### config.mk
export PLATFORM = sky130hd
export DESIGN_NAME = ctxSaveSeq
export DESIGN_NICKNAME = d
export VERILOG_FILES = /design/src/rtl/ctxSavePkg.sv /design/src/rtl/ctxSaveData.sv /design/src/rtl/ctxSaveCtl.sv /design/src/rtl/ctxSaveSeq.sv
export SDC_FILE = /design/constraint.sdc
export NUM_CORES = 1
export LEC_CHECK = 0
export BUFFER_PORTS_ARGS = -buffer_cell sky130_fd_sc_hd__buf_2
export CAP_MARGIN = 20
export CELL_PAD_IN_SITES_DETAIL_PLACEMENT = 0
export CELL_PAD_IN_SITES_GLOBAL_PLACEMENT = 2
export CORE_MARGIN = 5
export CORE_UTILIZATION = 24
export CTS_BUF_LIST = sky130_fd_sc_hd__clkbuf_2
export CTS_CLUSTER_SIZE = 30
export DETAILED_ROUTE_END_ITERATION = 6
export PLACE_DENSITY_LB_ADDON = 0.1
export SETUP_SLACK_MARGIN = 0.15
export SLEW_MARGIN = 30
export SYNTH_ARGS = -nofsm -noshare
export SYNTH_HDL_FRONTEND = slang
export SYNTH_SLANG_ARGS = --single-unit
### constraint.sdc
create_clock -name clk -period 3.4 [get_ports clk]
set_clock_uncertainty 0.1 [all_clocks]
set_input_delay 0.34 -clock clk [delete_from_list [all_inputs] [get_ports clk]]
set_output_delay 0.34 -clock clk [all_outputs]
set_load 0.1 [all_outputs]
### src/rtl/ctxSavePkg.sv
package ctxSavePkg;
  typedef enum logic [1:0] {ST_IDLE, ST_WAIT, ST_SAVE, ST_LOAD} seqStateT;

  typedef struct packed {
    logic loadBase;
    logic snapStat;
    logic step;
    logic capHead;
  } dpCtlT;
endpackage

### src/rtl/ctxSaveData.sv
module ctxSaveData
  import ctxSavePkg::*;
#(
  parameter int AW = 16,
  parameter int DW = 16,
  parameter int HEAD_WORDS = 4,
  parameter int ACC_WORDS = 3,
  parameter int DP_BIT = 7,
  parameter int ACT_BIT = 15,
  parameter int IDXW = 3
) (
  input  logic                    clk,
  input  logic                    rstN,
  input  dpCtlT                   ctl,
  input  logic [AW-1:0]           aData,
  input  logic [DW-1:0]           statusIn,
  input  logic [DW-1:0]           cmdIn,
  input  logic [DW-1:0]           indexIn,
  input  logic [DW-1:0]           pcIn,
  input  logic [DW*ACC_WORDS-1:0] accIn,
  input  logic [DW-1:0]           memRData,
  output logic [AW-1:0]           memAddr,
  output logic [DW-1:0]           memWData,
  output logic [IDXW-1:0]         wordIdx,
  output logic                    snapDp,
  output logic                    restDp,
  output logic                    restAct
);
  logic [DW-1:0] statSnap;
  logic [DW-1:0] accWord [ACC_WORDS];

  for (genvar g = 0; g < ACC_WORDS; g++) begin : g_acc
    assign accWord[g] = accIn[g*DW +: DW];
  end

  always_ff @(posedge clk or negedge rstN) begin
    if (!rstN) begin
      memAddr  <= '0;
      wordIdx  <= '0;
      statSnap <= '0;
      restDp   <= 1'b0;
      restAct  <= 1'b0;
    end else begin
      if (ctl.loadBase) begin
        memAddr <= aData;
        wordIdx <= '0;
      end else if (ctl.step) begin
        memAddr <= memAddr + 1'b1;
        wordIdx <= wordIdx + 1'b1;
      end
      if (ctl.snapStat) statSnap <= statusIn;
      if (ctl.capHead) begin
        restDp  <= memRData[DP_BIT];
        restAct <= memRData[ACT_BIT];
      end
    end
  end

  assign snapDp = statSnap[DP_BIT];

  always_comb begin
    memWData = statSnap;
    if (wordIdx == IDXW'(1)) memWData = cmdIn;
    if (wordIdx == IDXW'(2)) memWData = indexIn;
    if (wordIdx == IDXW'(3)) memWData = pcIn;
    for (int k = 0; k < ACC_WORDS; k++) begin
      if (wordIdx == IDXW'(HEAD_WORDS + k)) memWData = accWord[k];
    end
  end
endmodule

### src/rtl/ctxSaveCtl.sv
module ctxSaveCtl
  import ctxSavePkg::*;
#(
  parameter int IDXW = 3,
  parameter int LAST_SP = 5,
  parameter int LAST_DP = 6
) (
  input  logic            clk,
  input  logic            rstN,
  input  logic            stopReq,
  input  logic            restartReq,
  input  logic            progClr,
  input  logic            arithBusy,
  input  logic            memGnt,
  input  logic [IDXW-1:0] wordIdx,
  input  logic            snapDp,
  input  logic            restDp,
  input  logic            restAct,
  output dpCtlT           ctl,
  output logic            memReq,
  output logic            memWrite,
  output logic            ldEn,
  output logic            resumeExec,
  output logic            seqBusy
);
  seqStateT state, nextState;
  logic lastWord, ackOk;

  assign memReq   = (state == ST_SAVE) || (state == ST_LOAD);
  assign memWrite = (state == ST_SAVE);
  assign seqBusy  = (state != ST_IDLE);
  assign ackOk    = memReq && memGnt && !progClr;

  always_comb begin
    if (state == ST_SAVE)
      lastWord = (wordIdx == IDXW'(snapDp ? LAST_DP : LAST_SP));
    else
      lastWord = (wordIdx == IDXW'(LAST_DP)) ||
                 ((wordIdx == IDXW'(LAST_SP)) && !restDp);
  end

  assign ldEn       = ackOk && (state == ST_LOAD);
  assign resumeExec = ldEn && lastWord && restAct;

  always_comb begin
    ctl = '0;
    nextState = state;
    ctl.step = ackOk;
    ctl.capHead = ldEn && (wordIdx == '0);
    if (progClr) begin
      nextState = ST_IDLE;
    end else begin
      unique case (state)
        ST_IDLE: begin
          if (stopReq) begin
            ctl.loadBase = 1'b1;
            ctl.snapStat = 1'b1;
            nextState = ST_WAIT;
          end else if (restartReq) begin
            ctl.loadBase = 1'b1;
            nextState = ST_LOAD;
          end
        end
        ST_WAIT: if (!arithBusy) nextState = ST_SAVE;
        ST_SAVE, ST_LOAD: if (memGnt && lastWord) nextState = ST_IDLE;
        default: nextState = ST_IDLE;
      endcase
    end
  end

  always_ff @(posedge clk or negedge rstN) begin
    if (!rstN) state <= ST_IDLE;
    else       state <= nextState;
  end

  // abort returns to idle at the next edge
  p_abort_idle_r10: assert property (@(posedge clk) disable iff (!rstN)
    progClr |=> !seqBusy);
  // load strobes only come from acknowledged reads
  p_load_on_read_r7: assert property (@(posedge clk) disable iff (!rstN)
    ldEn |-> (memReq && !memWrite && memGnt));
  // resume only together with a load strobe
  p_resume_with_load_r9: assert property (@(posedge clk) disable iff (!rstN)
    resumeExec |-> ldEn);
  // no transfer is requested while waiting on the arithmetic unit
  p_wait_quiet_r1: assert property (@(posedge clk) disable iff (!rstN)
    (state == ST_WAIT) |=> ($past(arithBusy) && !progClr |-> !memReq));
endmodule

### src/rtl/ctxSaveSeq.sv
module ctxSaveSeq
  import ctxSavePkg::*;
#(
  parameter int AW = 16,
  parameter int DW = 16,
  parameter int HEAD_WORDS = 4,
  parameter int ACC_WORDS = 3,
  parameter int DP_BIT = 7,
  parameter int ACT_BIT = 15,
  localparam int IDXW = $clog2(HEAD_WORDS + ACC_WORDS)
) (
  input  logic                    clk,
  input  logic                    rstN,
  input  logic                    stopReq,
  input  logic                    restartReq,
  input  logic                    progClr,
  input  logic [AW-1:0]           aData,
  input  logic                    arithBusy,
  input  logic [DW-1:0]           statusIn,
  input  logic [DW-1:0]           cmdIn,
  input  logic [DW-1:0]           indexIn,
  input  logic [DW-1:0]           pcIn,
  input  logic [DW*ACC_WORDS-1:0] accIn,
  output logic                    memReq,
  output logic                    memWrite,
  output logic [AW-1:0]           memAddr,
  output logic [DW-1:0]           memWData,
  input  logic                    memGnt,
  input  logic [DW-1:0]           memRData,
  output logic                    ldEn,
  output logic [IDXW-1:0]         ldSel,
  output logic [DW-1:0]           ldData,
  output logic                    resumeExec,
  output logic                    seqBusy
);
  localparam int LAST_DP = HEAD_WORDS + ACC_WORDS - 1;
  localparam int LAST_SP = HEAD_WORDS + ACC_WORDS - 2;

  dpCtlT ctl;
  logic [IDXW-1:0] wordIdx;
  logic snapDp, restDp, restAct;

  ctxSaveCtl #(.IDXW(IDXW), .LAST_SP(LAST_SP), .LAST_DP(LAST_DP)) uCtl (
    .clk(clk), .rstN(rstN), .stopReq(stopReq), .restartReq(restartReq),
    .progClr(progClr), .arithBusy(arithBusy), .memGnt(memGnt),
    .wordIdx(wordIdx), .snapDp(snapDp), .restDp(restDp), .restAct(restAct),
    .ctl(ctl), .memReq(memReq), .memWrite(memWrite), .ldEn(ldEn),
    .resumeExec(resumeExec), .seqBusy(seqBusy)
  );

  ctxSaveData #(.AW(AW), .DW(DW), .HEAD_WORDS(HEAD_WORDS), .ACC_WORDS(ACC_WORDS),
                .DP_BIT(DP_BIT), .ACT_BIT(ACT_BIT), .IDXW(IDXW)) uData (
    .clk(clk), .rstN(rstN), .ctl(ctl), .aData(aData), .statusIn(statusIn),
    .cmdIn(cmdIn), .indexIn(indexIn), .pcIn(pcIn), .accIn(accIn),
    .memRData(memRData), .memAddr(memAddr), .memWData(memWData),
    .wordIdx(wordIdx), .snapDp(snapDp), .restDp(restDp), .restAct(restAct)
  );

  assign ldSel  = wordIdx;
  assign ldData = memRData;

  // a pending request holds its address and direction
  p_hold_request_r6: assert property (@(posedge clk) disable iff (!rstN)
    (memReq && !memGnt && !progClr) |=>
      (memReq && $stable(memAddr) && $stable(memWrite)));
  // each acknowledge advances the address by one
  p_addr_step_r6: assert property (@(posedge clk) disable iff (!rstN)
    (memReq && memGnt && !progClr) |=>
      (!memReq || memAddr == $past(memAddr) + 1'b1));
endmodule

==> impl_metrics.csv <==
group,metric,value,unit
synthesis,synth_edf_count,0,
synthesis,ys_seq_elements,39,
detailed_routing,wl_met3,758,µm
synthesis,async_flop_share,100,%
clock_network,cts.htree.levels,2,
synthesis,syn_nets,536,
layout,final_nets,691,
timing,fin_tns_setup,0,ns
layout,most-common-layout-cells,"161 x buf_2, 36 x dfrtp_1, 32 x a21oi_1, 30 x o21ai_0, 24 x nand2_1",
synthesis,syn_area_per_cell,8.31,µm²
detailed_routing,wl_met2,5550,µm
layout,fin_area,0.00462,mm²
timing,rsz0062_at_grt,"no",
place,portBuffers,178,
setup_path,worst-r2r-cell-count,7,
synthesis,ys_types,46,
synthesis,synth_top_area_share,31.0,%
setup_path,crit_path_end_kind,"primary output",
synthesis,synthSimpleGateAreaFrac,21.5,%
job,cap_violations,0,
clock_network,cts-root-buf,"clkbuf_2",
setup_path,cp_cell_sequence,"inv_1 -> ha_1 -> buf_4 -> or3b_2 -> a21oi_1 -> o31a_1 -> o21ai_4 -> buf_12",
layout,final_cells,707,
floorplan,dieWidth,125,µm
setup_path,critPathLaunchType,"register",
power,irDropWorstVdd,432,µV
synthesis,yosysTopAreaCell,"dfrtp_1",
synthesis,synth_flop_cell,"dfrtp_1",
detailed_routing,drt-met1-wl,5460,µm
detailed_routing,wl_per_cell,16.8,µm
setup_path,critPathBufInv,3,
power,power,3.97,mW
detailed_routing,firstDrtPassIters,5,
setup_path,cpPeakStageDelay,0.49,ns
floorplan,ios,207,
global_routing,grtUsageTotal,15.2,%
synthesis,synth_area,0.00315,mm²
layout,seqCellArea,980,µm²
setup_path,crit_required,2.96,ns
hold_path,worstHoldPathType,"in -> reg",
clock_network,clk_pin_slew,0.20,ns
synthesis,synth_xor_xnor_area_share,1.95,%
layout,fill_cells,1380,
global_routing,grt_overflow,0,
clock_network,cts_tree,"yes",
setup_path,crit_slowest_cell,"dfrtp_2",
clock_network,clock_latency,0.41,ns
synthesis,synth_compound_area_share,27.5,%
synthesis,seq_area_frac_synth,31.0,%
setup_path,critPathTopFamily,"buffers and inverters",
clock_network,postCtsResizedCells,0,
detailed_routing,drt_iter0_drc,113,
layout,multi_input_area,0.00207,mm²
clock_network,cts_buffers,5,
clock_network,cts_buffer_depth,2,
timing,post-route-min-period,3.00,ns
synthesis,synth-adder-area-share,2.38,%
timing,fin_crit_sh,88.1,%
detailed_routing,avgViaCountPerCell,4.80,
floorplan,start_util,24.7,%
hold_path,min_path_cells,3,
layout,diodes,0,
floorplan,die_h,125,µm
timing,drv_slew,0,
timing,hold_viol,0,
detailed_routing,final_antenna_net_count,0,
place,gp_congestion,0.764,
timing,max_slew.worst_pin.slew,0.777,ns
floorplan,coreArea,0.0127,mm²
place,place_hpwl,9710,µm
global_routing,antenna_found_initial,0,
layout,layout-drive-gt1-share,50.3,%
global_routing,grt_max_degree,40,
timing,fmax,334,MHz
timing,relSlewSlack,48.2,%
layout,synthToLayoutAreaGrowth,46.7,%
power,power.density,859,mW/mm²
layout,fin_util,36.3,%
power,p_leak,2.03,nW
outcome,status,"completed",
timing,finalSetupViolCount,0,
detailed_routing,via_count,3392,
detailed_routing,top_layer,"met4",
synthesis,ys_warn_count,0,
setup_path,worstReg2RegStart,"uData.wordIdx[1]",
detailed_routing,routed_wl,11900,µm
floorplan,dieArea,0.0155,mm²
place,place_area,0.00448,mm²
clock_network,clock_sinks,39,
global_routing,grt_pass1_vias,3556,
layout,final_common_cell,"buf_2",
place,placed_cells,689,
floorplan,row_count,41,
synthesis,syn_inst,379,
setup_path,arrival,2.56,ns
synthesis,synth_top_family_by_area,"compound AO/OA/AOI/OAI gates",
synthesis,muxShareOfSynthArea,6.44,%
setup_path,path_class,"reg -> out",
hold_path,min_from,"aData[1]",
synthesis,synth_area_leaders,"dfrtp_1 31%, o21ai_0 6.7%, mux2_2 6.4%",
global_routing,grt_first_pass_wirelength,19600,µm
detailed_routing,drc,0,
hold_path,hold_end,"uData.memAddr[1]",
setup_path,r2r_end,"uCtl.state[1]",
setup_path,r2r_slack,1.13,ns
setup_path,crit_fanout,35,
setup_path,startpoint,"uData.wordIdx[1]",
-- state kept, by name, summed over array words and instances, names as in the netlist --
name and flops:
uData.memAddr 16, uData.wordIdx 3, uData.statSnap 16, uData.restAct 1
uData.restDp 1, uCtl.state 2
-- how the worst max path moves through the flow --
stage | depth (start not counted) | slack, ns | end
floorplan | 8 | 0.15 | memWData[0]
global route | 5 | 0.17 | memWData[14]
detailed placement | 8 | 0.88 | memWData[0]
global placement | 5 | 0.65 | memWData[14]
finish | 8 | 0.40 | memWData[1]
CTS | 5 | 0.36 | memWData[14]
-- per-stage QoR --
stage / hold slack, ns / worst slack (ns)
after floorplan: -0.0556 / 0.150
after global routing: 0.000638 / 0.173
after detailed placement: 0.404 / 0.876
after global placement: 0.393 / 0.654
final: 0.0419 / 0.405
after CTS: 0.00218 / 0.363
-- Yosys cell counts, types with 6 or more instances --
| master | instances |
|---|---|
| buf_4 | 19 |
| inv_1 | 9 |
| nor2_1 | 6 |
| o22ai_1 | 16 |
| nand3_1 | 14 |
| clkbuf_1 | 21 |
| mux2_2 | 18 |
| o31a_1 | 16 |
| dfrtp_1 | 39 |
| or2_2 | 17 |
| o21ai_0 | 42 |
| or3b_2 | 16 |
| ha_1 | 6 |
| nor3_1 | 6 |
| a21oi_1 | 32 |
| o211ai_1 | 6 |
| nand2_1 | 24 |
| a22oi_1 | 17 |
-- where the power goes --
group	total [mW]	switching, mW	internal (mW)
clock	0.209	0.159	0.0494
sequential	0.768	0.163	0.605
combinational	2.99	1.97	1.02
-- logic make-up (layout without fill, tap and decap cells) --
| logic type | count (synthesis) | count (layout) |
|---|---|---|
| adders and majority gates | 6 | 6 |
| xor gates and xnor gates | 7 | 7 |
| buffers and inverters | 56 | 212 |
| muxes | 18 | 18 |
| and+or+nand+nor | 111 | 111 |
| DFF | 39 | 39 |
| AOI/OAI and AO/OA | 142 | 142 |
-- timing repair --
item,4_1_cts,5_1_grt
buffers inserted,0,0
hold buffers,9,1
endpoints found under the hold margin,47,1
-- layer usage --
metal | vias up | GRT usage, %
met4 | 0 | 2.97
met3 | 14 | 3.90
met2 | 132 | 25.2
met1 | 1541 | 20.2
li1 | 1705 | -
met5 | - | 0
-- area by class of cell --
class	count	area share (%)
clock buffer	6	0.650
clock inverter	2	0.163
inverter	10	0.813
multi-input combinational	284	44.8
sequential	39	21.2
tap	172	4.66
timing repair buffer	194	27.7
-- tightest hold or removal path: cells and delay by family --
| kind | cells | cell delay (ns) |
|---|---|---|
| AOI/OAI and AO/OA | 1 | 0.06 |
| buffers and inverters | 1 | 0.08 |
| and+or+nand+nor | 1 | 0.05 |
No activity file was read; power rests on OpenSTA's default activity.
